**config.mk**
```make
export PLATFORM = sky130hd
export DESIGN_NAME = fifo_thr_intr
export DESIGN_NICKNAME = d
export VERILOG_FILES = /design/src/rtl/fifo_thr_pkg.sv /design/src/rtl/thr_crossing.sv /design/src/rtl/intr_state_bit.sv /design/src/rtl/fifo_thr_intr.sv
export SDC_FILE = /design/constraint.sdc
export NUM_CORES = 1
export LEC_CHECK = 0
export BUFFER_PORTS_ARGS = -buffer_cell sky130_fd_sc_hd__clkbuf_2
export CORE_AREA = 4 4 41 43
export CTS_CLUSTER_DIAMETER = 40
export DETAILED_ROUTE_END_ITERATION = 16
export DIE_AREA = 0 0 45 47
export MAX_ROUTING_LAYER = met4
export PLACE_DENSITY = 0.73
export SKIP_LAST_GASP = 1
export SYNTH_ARGS = -nofsm -noshare
export SYNTH_HDL_FRONTEND = slang
export SYNTH_SLANG_ARGS = --single-unit
export TNS_END_PERCENT = 100
```
**constraint.sdc**
```tcl
create_clock -name clk_i -period 1.15 [get_ports clk_i]
set_input_delay 0.23 -clock clk_i [delete_from_list [all_inputs] [get_ports clk_i]]
set_output_delay 0.23 -clock clk_i [all_outputs]
set_load 0.005 [all_outputs]
```
**src/rtl/fifo_thr_pkg.sv**
```systemverilog
package fifo_thr_pkg;
  parameter int unsigned LVL_W    = 6;
  parameter int unsigned SEL_W    = 3;
  parameter int unsigned NUM_INTR = 2;
  localparam int unsigned FMT_IDX = 0;
  localparam int unsigned RX_IDX  = 1;

  typedef struct packed {
    logic             valid;
    logic [LVL_W-1:0] level;
  } thr_cfg_t;


  function automatic thr_cfg_t fmt_thr_map(logic [SEL_W-1:0] sel);
    thr_cfg_t c;
    c.valid = 1'b1;
    case (sel)
      SEL_W'(0): c.level = LVL_W'(1);
      SEL_W'(1): c.level = LVL_W'(4);
      SEL_W'(2): c.level = LVL_W'(8);
      default:   c.level = LVL_W'(16);
    endcase
    return c;
  endfunction


  function automatic thr_cfg_t rx_thr_map(logic [SEL_W-1:0] sel);
    thr_cfg_t c;
    c.valid = 1'b1;
    case (sel)
      SEL_W'(0): c.level = LVL_W'(1);
      SEL_W'(1): c.level = LVL_W'(4);
      SEL_W'(2): c.level = LVL_W'(8);
      SEL_W'(3): c.level = LVL_W'(16);
      SEL_W'(4): c.level = LVL_W'(30);
      default: begin
        c.valid = 1'b0;
        c.level = '0;
      end
    endcase
    return c;
  endfunction
endpackage

```
**src/rtl/thr_crossing.sv**
```systemverilog
module thr_crossing #(
  parameter int unsigned LVL_W      = 6,
  parameter bit          BOTH_EDGES = 1'b1
) (
  input  logic             clk_i,
  input  logic             rst_ni,
  input  logic [LVL_W-1:0] lvl_i,
  input  logic [LVL_W-1:0] thr_i,
  input  logic             thr_valid_i,
  output logic             evt_o
);
  logic cmp, prev_q, primed_q, rise, fall, raw_evt;

  assign cmp  = thr_valid_i && (lvl_i >= thr_i);
  assign rise = cmp & ~prev_q;
  assign fall = ~cmp & prev_q;

  always_ff @(posedge clk_i or negedge rst_ni) begin
    if (!rst_ni) begin
      prev_q   <= 1'b0;
      primed_q <= 1'b0;
    end else begin
      prev_q   <= cmp;
      primed_q <= 1'b1;
    end
  end

  generate
    if (BOTH_EDGES) begin : g_both
      assign raw_evt = rise | fall;
    end else begin : g_rise
      assign raw_evt = rise;


      rise_at_thr_chk: assert property (@(posedge clk_i) disable iff (!rst_ni)
        evt_o |-> (thr_valid_i && lvl_i >= thr_i));

      no_repeat_chk: assert property (@(posedge clk_i) disable iff (!rst_ni)
        evt_o |=> !evt_o);
    end
  endgenerate

  // first edge after reset only loads history
  assign evt_o = raw_evt & primed_q;


  no_evt_after_reset_chk: assert property (@(posedge clk_i) disable iff (!rst_ni)
    !primed_q |-> !evt_o);
endmodule

```
**src/rtl/intr_state_bit.sv**
```systemverilog
module intr_state_bit (
  input  logic clk_i,
  input  logic rst_ni,
  input  logic set_i,
  input  logic clr_i,
  input  logic en_i,
  output logic state_o,
  output logic intr_o
);
  logic state_q;

  always_ff @(posedge clk_i or negedge rst_ni) begin
    if (!rst_ni)    state_q <= 1'b0;
    else if (set_i) state_q <= 1'b1;
    else if (clr_i) state_q <= 1'b0;
  end

  assign state_o = state_q;
  assign intr_o  = state_q & en_i;


  set_wins_chk: assert property (@(posedge clk_i) disable iff (!rst_ni)
    set_i |=> state_o);

  clr_takes_chk: assert property (@(posedge clk_i) disable iff (!rst_ni)
    (clr_i && !set_i) |=> !state_o);

  state_hold_chk: assert property (@(posedge clk_i) disable iff (!rst_ni)
    (!set_i && !clr_i) |=> $stable(state_o));
endmodule

```
**src/rtl/fifo_thr_intr.sv**
```systemverilog
module fifo_thr_intr
  import fifo_thr_pkg::*;
(
  input  logic                clk_i,
  input  logic                rst_ni,
  input  logic [LVL_W-1:0]    fmt_lvl_i,
  input  logic [LVL_W-1:0]    rx_lvl_i,
  input  logic [SEL_W-1:0]    fmt_thr_sel_i,
  input  logic [SEL_W-1:0]    rx_thr_sel_i,
  input  logic [NUM_INTR-1:0] intr_en_i,
  input  logic [NUM_INTR-1:0] intr_clr_i,
  output logic [NUM_INTR-1:0] intr_state_o,
  output logic [NUM_INTR-1:0] intr_o
);
  thr_cfg_t            fmt_cfg, rx_cfg;
  logic [NUM_INTR-1:0] evt;

  assign fmt_cfg = fmt_thr_map(fmt_thr_sel_i);
  assign rx_cfg  = rx_thr_map(rx_thr_sel_i);

  thr_crossing #(.LVL_W(LVL_W), .BOTH_EDGES(1'b1)) u_fmt_cross (
    .clk_i       (clk_i),
    .rst_ni      (rst_ni),
    .lvl_i       (fmt_lvl_i),
    .thr_i       (fmt_cfg.level),
    .thr_valid_i (fmt_cfg.valid),
    .evt_o       (evt[FMT_IDX])
  );

  thr_crossing #(.LVL_W(LVL_W), .BOTH_EDGES(1'b0)) u_rx_cross (
    .clk_i       (clk_i),
    .rst_ni      (rst_ni),
    .lvl_i       (rx_lvl_i),
    .thr_i       (rx_cfg.level),
    .thr_valid_i (rx_cfg.valid),
    .evt_o       (evt[RX_IDX])
  );

  for (genvar i = 0; i < NUM_INTR; i++) begin : g_state
    intr_state_bit u_bit (
      .clk_i   (clk_i),
      .rst_ni  (rst_ni),
      .set_i   (evt[i]),
      .clr_i   (intr_clr_i[i]),
      .en_i    (intr_en_i[i]),
      .state_o (intr_state_o[i]),
      .intr_o  (intr_o[i])
    );
  end


  rx_disabled_chk: assert property (@(posedge clk_i) disable iff (!rst_ni)
    (rx_thr_sel_i > SEL_W'(4)) |-> !evt[RX_IDX]);

  pin_needs_state_chk: assert property (@(posedge clk_i) disable iff (!rst_ni)
    (intr_o & ~intr_state_o) == '0);
endmodule

```
# Yosys cells after proc, flatten, opt, wreduce, memory -nomap -nowiden
# Index checks and enable logic that the tools add are counted.
[classes]
magnitude_cmp = 2
eq_ne = 6
mux = 7
bitwise = 11
reduce_logical = 6
[op_table]
columns = ["op", "count"]
rows = [
  ["5-bit case mux with 5 select lines", 1],
  ["5-bit case mux with 3 select lines", 1],
  ["6-bit by 5-bit greater-or-equal comparator with 1-bit output", 2],
  ["3-bit by 2-bit == test with 1-bit output (second input constant)", 3],
  ["1-bit bitwise AND", 7],
  ["3-bit by 1-bit == test with 1-bit output (second input constant)", 2],
  ["3-bit logical NOT", 2],
  ["1-bit two-way mux", 5],
  ["5-bit OR reduction", 1],
  ["2-bit nonzero test", 2],
  ["3-bit == test (second input constant)", 1],
  ["1-bit inverter", 3],
  ["1-bit logical AND", 1],
  ["1-bit bitwise OR", 1],
]
[word_totals]
register_bits = 5
inputBits = 24
output_inout_bits = 4
wordCells = 37

# Logic depth before layout (Yosys ltp)
# Gate-level depths: netlist (run 1).
[logic_depth]
word_depth = 8
depth_mapped = 7
ltp_nobuf = 7

# By module
# A second synthesis (run 1) with hierarchy kept.
[hier_totals]
cells_unflattened = 74
area_unflattened_um2 = 623.1
[by_module_without_submodules]
columns = ["module", "instances", "cells_per_inst", "area_each_um2", "seq_area_each_um2"]
rows = [
  ["thr_crossing at u_fmt_cross", 1, 27, 230.2, 50.0],
  ["thr_crossing at u_rx_cross", 1, 24, 214.0, 50.0],
  ["fifo_thr_intr", 1, 15, 93.8, 0.0],
  ["intr_state_bit", 2, 4, 42.5, 25.0],
]

# Worst setup path before layout (run 1)
# OpenSTA, ideal clock, no wires.
[synth_path]
kind = "in2reg"
start = "input fmt_thr_sel_i[2]"
end = "register g_state[0].u_bit.state_q"
setup_ns = 0.133
arrival_ns = 1.467
required_time_ns = 1.017
setup_slack_ns = -0.450
path_stages = 6
n_path_buf = 0
cell_sequence = "or3b_2 ha_1 a2111oi_4 o21ai_2 nand2_1 o211ai_1"
[synth_between]
elab_chain_len = 8
elab_cells_between_ends = 12
cone_classes = "order compare (1); eq/ne (2); mux (2); bitwise (5); reduce/logical (2)"
[synth_lines]
columns = ["item", "line_no", "source"]
rows = [
  ["from (decl)", "fifo_thr_intr.sv:8", "input logic [SEL_W-1:0] fmt_thr_sel_i,"],
  ["3-bit by 2-bit == test with 1-bit output, or another cell as far along", "fifo_thr_pkg.sv:17", "case (sel)"],
  ["5-bit case mux with 3 select lines (*)", "fifo_thr_pkg.sv:17", ""],
  ["6-bit by 5-bit greater-or-equal comparator with 1-bit output (*)", "thr_crossing.sv:14", "assign cmp = thr_valid_i && (lvl_i >= thr_i);"],
  ["1-bit inverter", "thr_crossing.sv:16", "assign fall = ~cmp & prev_q;"],
  ["1-bit bitwise AND", "thr_crossing.sv:16", ""],
  ["1-bit bitwise OR (*)", "thr_crossing.sv:30", "assign raw_evt = rise | fall;"],
  ["1-bit bitwise AND (*)", "thr_crossing.sv:44", "assign evt_o = raw_evt & primed_q;"],
  ["1-bit two-way mux / 2-bit nonzero test (equally long branches)", "--", ""],
  ["to (signal assigned)", "intr_state_bit.sv:13", "if (!rst_ni) state_q <= 1'b0;"],
  ["to (signal assigned)", "intr_state_bit.sv:14", "else if (set_i) state_q <= 1'b1;"],
  ["to (signal assigned)", "intr_state_bit.sv:15", "else if (clr_i) state_q <= 1'b0;"],
  ["to (decl)", "intr_state_bit.sv:10", "logic state_q;"],
]
# Every way passes the cells marked *; elsewhere a longest branch is shown, timed or not.
# A chain may end at the register's enable or synchronous reset.

# Worst setup path after layout (run 1)
[layout_path]
start = "input rx_thr_sel_i[1]"
end = "register g_state[1].u_bit.state_q"
[layout_between]
elab_chain_len = 7
elab_cells_between_ends = 14
cone_classes = "order compare (1); eq/ne (4); mux (3); bitwise (2); reduce/logical (4)"
[layout_lines]
columns = ["item", "line_no", "source"]
rows = [
  ["from (decl)", "fifo_thr_intr.sv:9", "input logic [SEL_W-1:0] rx_thr_sel_i,"],
  ["3-bit == test, or another cell as far along", "fifo_thr_pkg.sv:30", "case (sel)"],
  ["5-bit case mux with 5 select lines / 5-bit OR reduction (equally long branches)", "--", ""],
  ["6-bit by 5-bit greater-or-equal comparator with 1-bit output / 1-bit two-way mux (equally long branches)", "thr_crossing.sv:14, fifo_thr_pkg.sv:30", ""],
  ["1-bit logical AND (*)", "thr_crossing.sv:14", ""],
  ["1-bit bitwise AND (*)", "thr_crossing.sv:15", "assign rise = cmp & ~prev_q;"],
  ["1-bit bitwise AND (*)", "thr_crossing.sv:44", ""],
  ["1-bit two-way mux / 2-bit nonzero test (equally long branches)", "--", ""],
  ["to (signal assigned)", "intr_state_bit.sv:13", ""],
  ["to (signal assigned)", "intr_state_bit.sv:14", ""],
  ["to (signal assigned)", "intr_state_bit.sv:15", ""],
  ["to (decl)", "intr_state_bit.sv:10", ""],
]
# Marked as above.

==> flow_metrics.tcl, run 1 <==
set metrics [dict create \
    syn_nets 93 \
    hold_end "g_state[1].u_bit.state_o" \
    fp.dieArea_um2 2120 \
    coreArea_um2 1300 \
    setup_ws_ns -0.267 \
    postSynthRegisterBits 5 \
    antenna_found_initial 0 \
    min_period_ns 1.42 \
    io_pins 28 \
    crit_type "in -> reg" \
    nets 130 \
    crit_fanout 3 \
    drt-initial-drc-count 8 \
    yosysWarningCount 0 \
    numPortBuffers 27 \
    worstPathCellList "buf_8 -> xor2_2 -> nand2b_1 -> ha_1 -> a21o_1 -> a211oi_2 -> o21ai_1 -> a32o_1" \
    grt_max_degree 7 \
    crit_buf_inv 1 \
    rows 13 \
    rsz0062_at_grt "true" \
    fp.dieW_um 45 \
    area_growth_pct 58.9 \
    drt-total-wl_um 1250 \
    r2r-end "g_state[0].u_bit.state_o" \
    grt_pass1_wl_um 1980 \
    min_path_cells 3 \
    dp.cells 103 \
    synthCells 60 \
    drive_above_1_share_pct 52.1 \
    critPathTopFamily "compound AO/OA/AOI/OAI gates" \
    violations "setup timing" \
    ys_top_cells_by_area "dfrtp_1 (23%), ha_1 (21%), buf_4 (5.5%)" \
    slowest_stage "ha_1" \
    clock_sinks 5 \
    diodes 0 \
    min_period_over_period_pct 123 \
    cp.arrival_ns 1.55 \
    avgSynthCellArea_um2 9.03 \
    final-max-slew-violation-count 0 \
    timing.fmax_ghz 0.706 \
    drv_cap 0 \
    ys_seq_area_share_pct 23.1 \
    layoutNonFillerInstCount 111 \
    nFillCells 117 \
    synth_cell_types 28 \
    wl_per_cell_um 11.3 \
    vias_per_cell 5.02 \
    cts-root-buf "clkbuf_4" \
    initial_core_util_pct 41.6 \
    outcome "finished, violations left" \
    dp_hpwl_um 985 \
    crit_path_start_kind "primary input" \
    clock_latency_ns 0.25 \
    first_pass_iters 5 \
    gp_congestion 0.760 \
    synth_top_area_share_pct 23.1 \
    cts_buffers 3 \
    finalSetupViolations 4 \
    hold_class "in -> reg" \
    power_density_nw_per_um2 805 \
    dieHeight_um 47 \
    finalSetupTns_ns -0.803 \
    rrSetupSlack_ns 0.24 \
    vias 557 \
    ant_nets 0 \
    cp-end-kind "flip-flop" \
    netlist_area_um2 542 \
    r2r_start "g_state[0].u_bit.state_o" \
    required_ns 1.29 \
    cts_tree "built" \
    htree_levels 1 \
    vdd_drop_max_v 0.000460 \
    grt_pass1_vias 515 \
    p_leak_nw 0.424 \
    skew_ns 0.00621 \
    cts_buffer_depth 2 \
    post-place-ws_ns -0.562 \
    rr_worst_depth 3 \
    drcViolationCount 0 \
    hp-start "intr_clr_i[1]" \
    cp_slowest_stage_delay_ns 0.29 \
    grt_usage_pct 13.6 \
    clk_pin_slew_ns 0.05 \
    synth_top_cell_by_area "dfrtp_1" \
    whs_ns 0.250 \
    overflow 0 \
    hold_viol_final 0 \
]
==> flip-flops by register name, summed over array words and instances, names as in the netlist <==
signal	flops
u_rx_cross.primed_q	1
u_rx_cross.prev_q	1
u_fmt_cross.prev_q	1
g_state.u_bit.state_o	2
==> worst register-to-register path, stage by stage (launching register included) <==
cell      delay, ns
dfrtp_1        0.38
buf_4          0.13
a32oi_1        0.14
o211ai_1       0.11
==> synthesized netlist by cell type, drive strengths merged <==
cell type,number
o31a,1
or3b,1
nand2b,3
nand2,6
nor3,3
inv,4
o21a,1
a32oi,1
dfrtp,5
xor2,2
nor2b,1
nor3b,2
a211oi,1
buf,4
o211ai,1
ha,9
o21ai,3
a21oi,2
and2,3
conb,1
nor2,2
a2111oi,1
nand3,1
a32o,1
a21o,1
==> through the flow <==
stage / cell area [µm²] / power (mW) / util, %
after floorplan: 557 / 0.355 / -
after global placement: 718 / 0.428 / 55.2
after detailed placement: 718 / 0.437 / 55.2
after CTS: 791 / 0.664 / 60.8
after global routing: 861 / 0.757 / 66.2
final: 861 / 0.693 / 66.2
==> cells by family (layout without fill, tap and decap cells) <==
| kind of cell | Yosys count | count (layout) | synth area share (%) |
|---|---|---|---|
| AO/OA/AOI/OAI | 13 | 13 | 21.9 |
| adder cells (fa/ha/maj) | 9 | 9 | 20.8 |
| buffers and inverters | 8 | 44 | 8.31 |
| XOR/XNOR | 2 | 2 | 3.23 |
| other | 1 | 1 | 0.692 |
| flip-flops | 5 | 5 | 23.1 |
| AND/OR/NAND/NOR | 22 | 22 | 21.9 |
==> cells in the final DEF (no fill, tap or decap) <==
cell type and instances:
a2111oi_4 1, a211oi_2 1, a21o_1 1, a21oi_1 2, a32o_1 1, a32oi_1 1
and2_1 2, and2_4 1, buf_2 1, buf_4 8, buf_6 2, buf_8 2
clkbuf_2 20, clkbuf_4 4, clkbuf_8 1, clkinv_2 1, conb_1 1, dfrtp_1 5
dlygate4sd3_1 1, ha_1 7, ha_4 2, inv_1 4, nand2_1 6, nand2b_1 3
nand3_1 1, nor2_1 2, nor2b_1 1, nor3_1 2, nor3_2 1, nor3b_1 1
nor3b_2 1, o211ai_1 1, o21a_1 1, o21ai_0 1, o21ai_1 1, o21ai_2 1
o31a_1 1, or3b_4 1, xor2_2 2
==> metal layers <==
layer  global-route usage (%)  share of wire (%)
met5                        -                  0
met4                     3.51               0.56
met3                     6.51                9.2
met2                     25.1                 54
met1                     12.4                 36
==> how the worst max path moves through the flow <==
stage	startpoint	to	cells after the start
2_1_floorplan	rx_thr_sel_i[2]	g_state[1].u_bit.state_o	7
6_report	rx_thr_sel_i[1]	g_state[1].u_bit.state_o	8
3_5_place_dp	rx_thr_sel_i[2]	g_state[1].u_bit.state_o	8
5_1_grt	rx_thr_sel_i[1]	g_state[1].u_bit.state_o	8
3_3_place_gp	rx_thr_sel_i[2]	g_state[1].u_bit.state_o	8
4_1_cts	rx_thr_sel_i[2]	g_state[1].u_bit.state_o	8
==> final cells by class <==
| type | count | area, µm² | share of cell area, % |
|---|---|---|---|
| well taps | 15 | 18.8 | 2.18 |
| flip-flops and latches | 5 | 125 | 14.5 |
| clock buffers | 3 | 22.5 | 2.62 |
| repair buffers | 36 | 249 | 28.9 |
| inverters | 4 | 15.0 | 1.74 |
| multi-input cells | 47 | 425 | 49.4 |
| clock inverters | 1 | 5.00 | 0.581 |
==> power by group <==
part / internal [mW] / switching [mW]
clock network: 0.126 / 0.0803
logic: 0.164 / 0.111
registers: 0.198 / 0.0133
total: 0.488 / 0.205
==> what timing repair did <==
item	CTS	global route
endpoints found under the hold margin	5	0
hold buffers	1	0
resized for setup	4	14
setup buffers	1	2
pin swaps	1	3
endpoints found under the setup margin	4	6
Note: power is estimated with default switching activity, not from simulation.
==> run 2, diff against run 1 <==
Settings changed: CORE_AREA 4 4 41 43 to unset, CORE_MARGIN set to 4, CORE_UTILIZATION set to 45, DIE_AREA 0 0 45 47 to unset, PLACE_DENSITY 0.73 to 0.77, SYNTH_HIERARCHICAL set to 1.
==> flow_metrics.tcl, run 2 <==
set metrics [dict create \
    finalSetupTns_ns -1.03 \
    cts-root-buf "clkbuf_4" \
    cp.arrival_ns 1.71 \
    rsz0062_at_grt "true" \
    grt_usage_pct 14.7 \
    drive_above_1_share_pct 46.9 \
    ant_nets 0 \
    grt_pass1_vias 539 \
    rows 13 \
    drt-total-wl_um 1450 \
    cts_buffer_depth 2 \
    violations "setup timing" \
    p_seq_share_pct 31.7 \
    antenna_found_initial 0 \
    skew_ns 0.0000867 \
    yosysWarningCount 6 \
    diodes 0 \
    switching_share_pct 29.5 \
    synth-edff-count 0 \
    fp.dieArea_um2 2040 \
    area_growth_pct 66.3 \
    synth_top_area_share_pct 24.1 \
    cts_tree "built" \
    finalPower_mw 0.778 \
    clock_latency_ns 0.24 \
    numPortBuffers 27 \
    crit_path_start_kind "primary input" \
    layoutNonFillerInstCount 128 \
    cts_buffers 3 \
    yosys-top-cells-count "inv_1 (14), ha_1 (12), dfrtp_1 (6)" \
    yosysMostFrequentCell "inv_1" \
    synth-async-reset-ratio_pct 100 \
    dieHeight_um 45.2 \
    coreArea_um2 1300 \
    wl_per_cell_um 11.3 \
    ys_top_cells_by_area "dfrtp_1 (24%), ha_1 (24%), inv_1 (8.4%)" \
    rr_worst_depth 3 \
    synth_top_cell_by_area "dfrtp_1" \
    netlist_area_um2 623 \
    vias 598 \
    min_path_cells 3 \
    power_density_nw_per_um2 751 \
    grt_pass1_wl_um 2160 \
    htree_levels 1 \
    gp_congestion 0.722 \
    setup_ws_ns -0.430 \
    finalSetupViolations 3 \
    nFillCells 81 \
    dp_hpwl_um 937 \
    min_period_over_period_pct 137 \
    initial_core_util_pct 47.9 \
    synth_cell_types 23 \
    nets 151 \
    hold_class "in -> reg" \
    io_pins 28 \
    cp-end-kind "flip-flop" \
    crit_fanout 6 \
    overflow 0 \
    synthFlopType "dfrtp_1" \
    crit_type "in -> reg" \
    fp.dieW_um 45.2 \
    outcome "finished, violations left" \
    rrSetupSlack_ns 0.37 \
    avgSynthCellArea_um2 8.42 \
    p_leak_nw 0.552 \
    p_clk_share_pct 24.7 \
    clk_pin_slew_ns 0.05 \
    final-max-slew-violation-count 0 \
    postSynthRegisterBits 6 \
    largest_reg_flops 2 \
    final_cell_mix "clkbuf_2 (21), inv_1 (13), ha_1 (9)" \
    vdd_drop_max_v 0.000528 \
    first_pass_iters 4 \
    min_period_ns 1.58 \
    required_ns 1.28 \
    drt-initial-drc-count 3 \
    drcViolationCount 0 \
    r2r_start "u_fmt_cross/prev_q" \
    hp-start "intr_clr_i[1]" \
    hold_viol_final 0 \
    ys_seq_area_share_pct 24.1 \
    r2r-end "g_state[0].u_bit/state_o" \
    dp.cells 120 \
    clock_sinks 6 \
    p_comb_share_pct 43.6 \
    final_common_cell "clkbuf_2" \
    drv_cap 0 \
    internal-power_mw 0.548 \
    timing.fmax_ghz 0.633 \
    vias_per_cell 4.67 \
    hold_end "g_state[1].u_bit/state_o" \
    grt_max_degree 7 \
    switchingPower_mw 0.230 \
    synthCells 74 \
]
[run 2: changes by cell type in the layout (fill, tap and decap cells not counted), sizes merged, moves of 2 or more]
cell	delta
o21ai	-2
conb	+6
ha	+3
buf	-4
a21o	+4
xnor2	+2
xor2	-2
inv	+10
a21oi	+2
[run 2: cells by family after synthesis]
| logic type | after synthesis | synth area share (%) |
|---|---|---|
| adder cells (fa/ha/maj) | 12 | 24.1 |
| AO/OA/AOI/OAI | 14 | 17.3 |
| other | 4 | 2.41 |
| buffers and inverters | 14 | 8.43 |
| multiplexers | 1 | 1.61 |
| AND/OR/NAND/NOR | 21 | 19.3 |
| flip-flops | 6 | 24.1 |
| XOR/XNOR | 2 | 2.81 |
[run 2: critical path: stages]
cell      delay [ns]
clkbuf_8        0.13
nor3_1          0.28
ha_1            0.29
nand2b_1        0.14
a21oi_1         0.22
o31ai_2         0.11
and3b_1         0.16
a21o_1          0.14
[run 2: worst max-delay path by stage]
stage | startpoint | endpoint | slack, ns | cells after the start
after floorplan | rx_thr_sel_i[1] | g_state[1].u_bit/state_o | -0.40 | 9
after global placement | rx_thr_sel_i[1] | g_state[1].u_bit/state_o | -0.60 | 10
after detailed placement | rx_thr_sel_i[1] | g_state[1].u_bit/state_o | -0.64 | 10
after CTS | rx_thr_sel_i[0] | g_state[1].u_bit/state_o | -0.36 | 10
after global routing | rx_thr_sel_i[2] | g_state[1].u_bit/state_o | -0.51 | 8
final | rx_thr_sel_i[2] | g_state[1].u_bit/state_o | -0.43 | 8
[run 2: area by class of cell]
type                       count  area [µm²]  area share, %
clock buffer                   3        22.5           2.17
inverter                      14        52.6           5.07
multi-input combinational     57         541           52.2
sequential                     6         150           14.5
tap                           15        18.8           1.81
timing repair buffer          33         251           24.3
[run 2: power groups by stage]
stage	logic [mW]	clock network (mW)	registers, mW
after floorplan	0.140	0	0.250
after global placement	0.227	0	0.250
after detailed placement	0.237	0	0.250
after CTS	0.303	0.198	0.247
after global routing	0.372	0.208	0.249
final	0.339	0.192	0.246
[run 2: metrics by stage]
stage | cell area, µm² | setup WS (ns) | util (%) | hold WS, ns
2_1_floorplan | 651 | -0.400 | - | -0.0656
3_3_place_gp | 812 | -0.596 | 62.4 | 0.0576
3_5_place_dp | 812 | -0.640 | 62.4 | 0.0593
4_1_cts | 985 | -0.355 | 75.7 | 0.228
5_1_grt | 1040 | -0.506 | 79.6 | 0.251
6_report | 1040 | -0.430 | 79.6 | 0.230
[run 2: per-layer routing]
metal	part of all wire, %	up-vias	track usage, %
met5	0	-	-
met4	0	0	5.26
met3	7.1	0	1.20
met2	52	26	25.7
met1	41	256	17.3
li1	-	316	-
[run 2: timing repair]
| item | CTS | global route |
|---|---|---|
| resized for setup | 20 | 11 |
| hold buffers | 1 | 0 |
| gates cloned | 0 | 0 |
| setup endpoints to repair | 4 | 4 |
| buffers inserted | 3 | 1 |
| pin swaps | 10 | 10 |
| hold endpoints to repair | 6 | 0 |
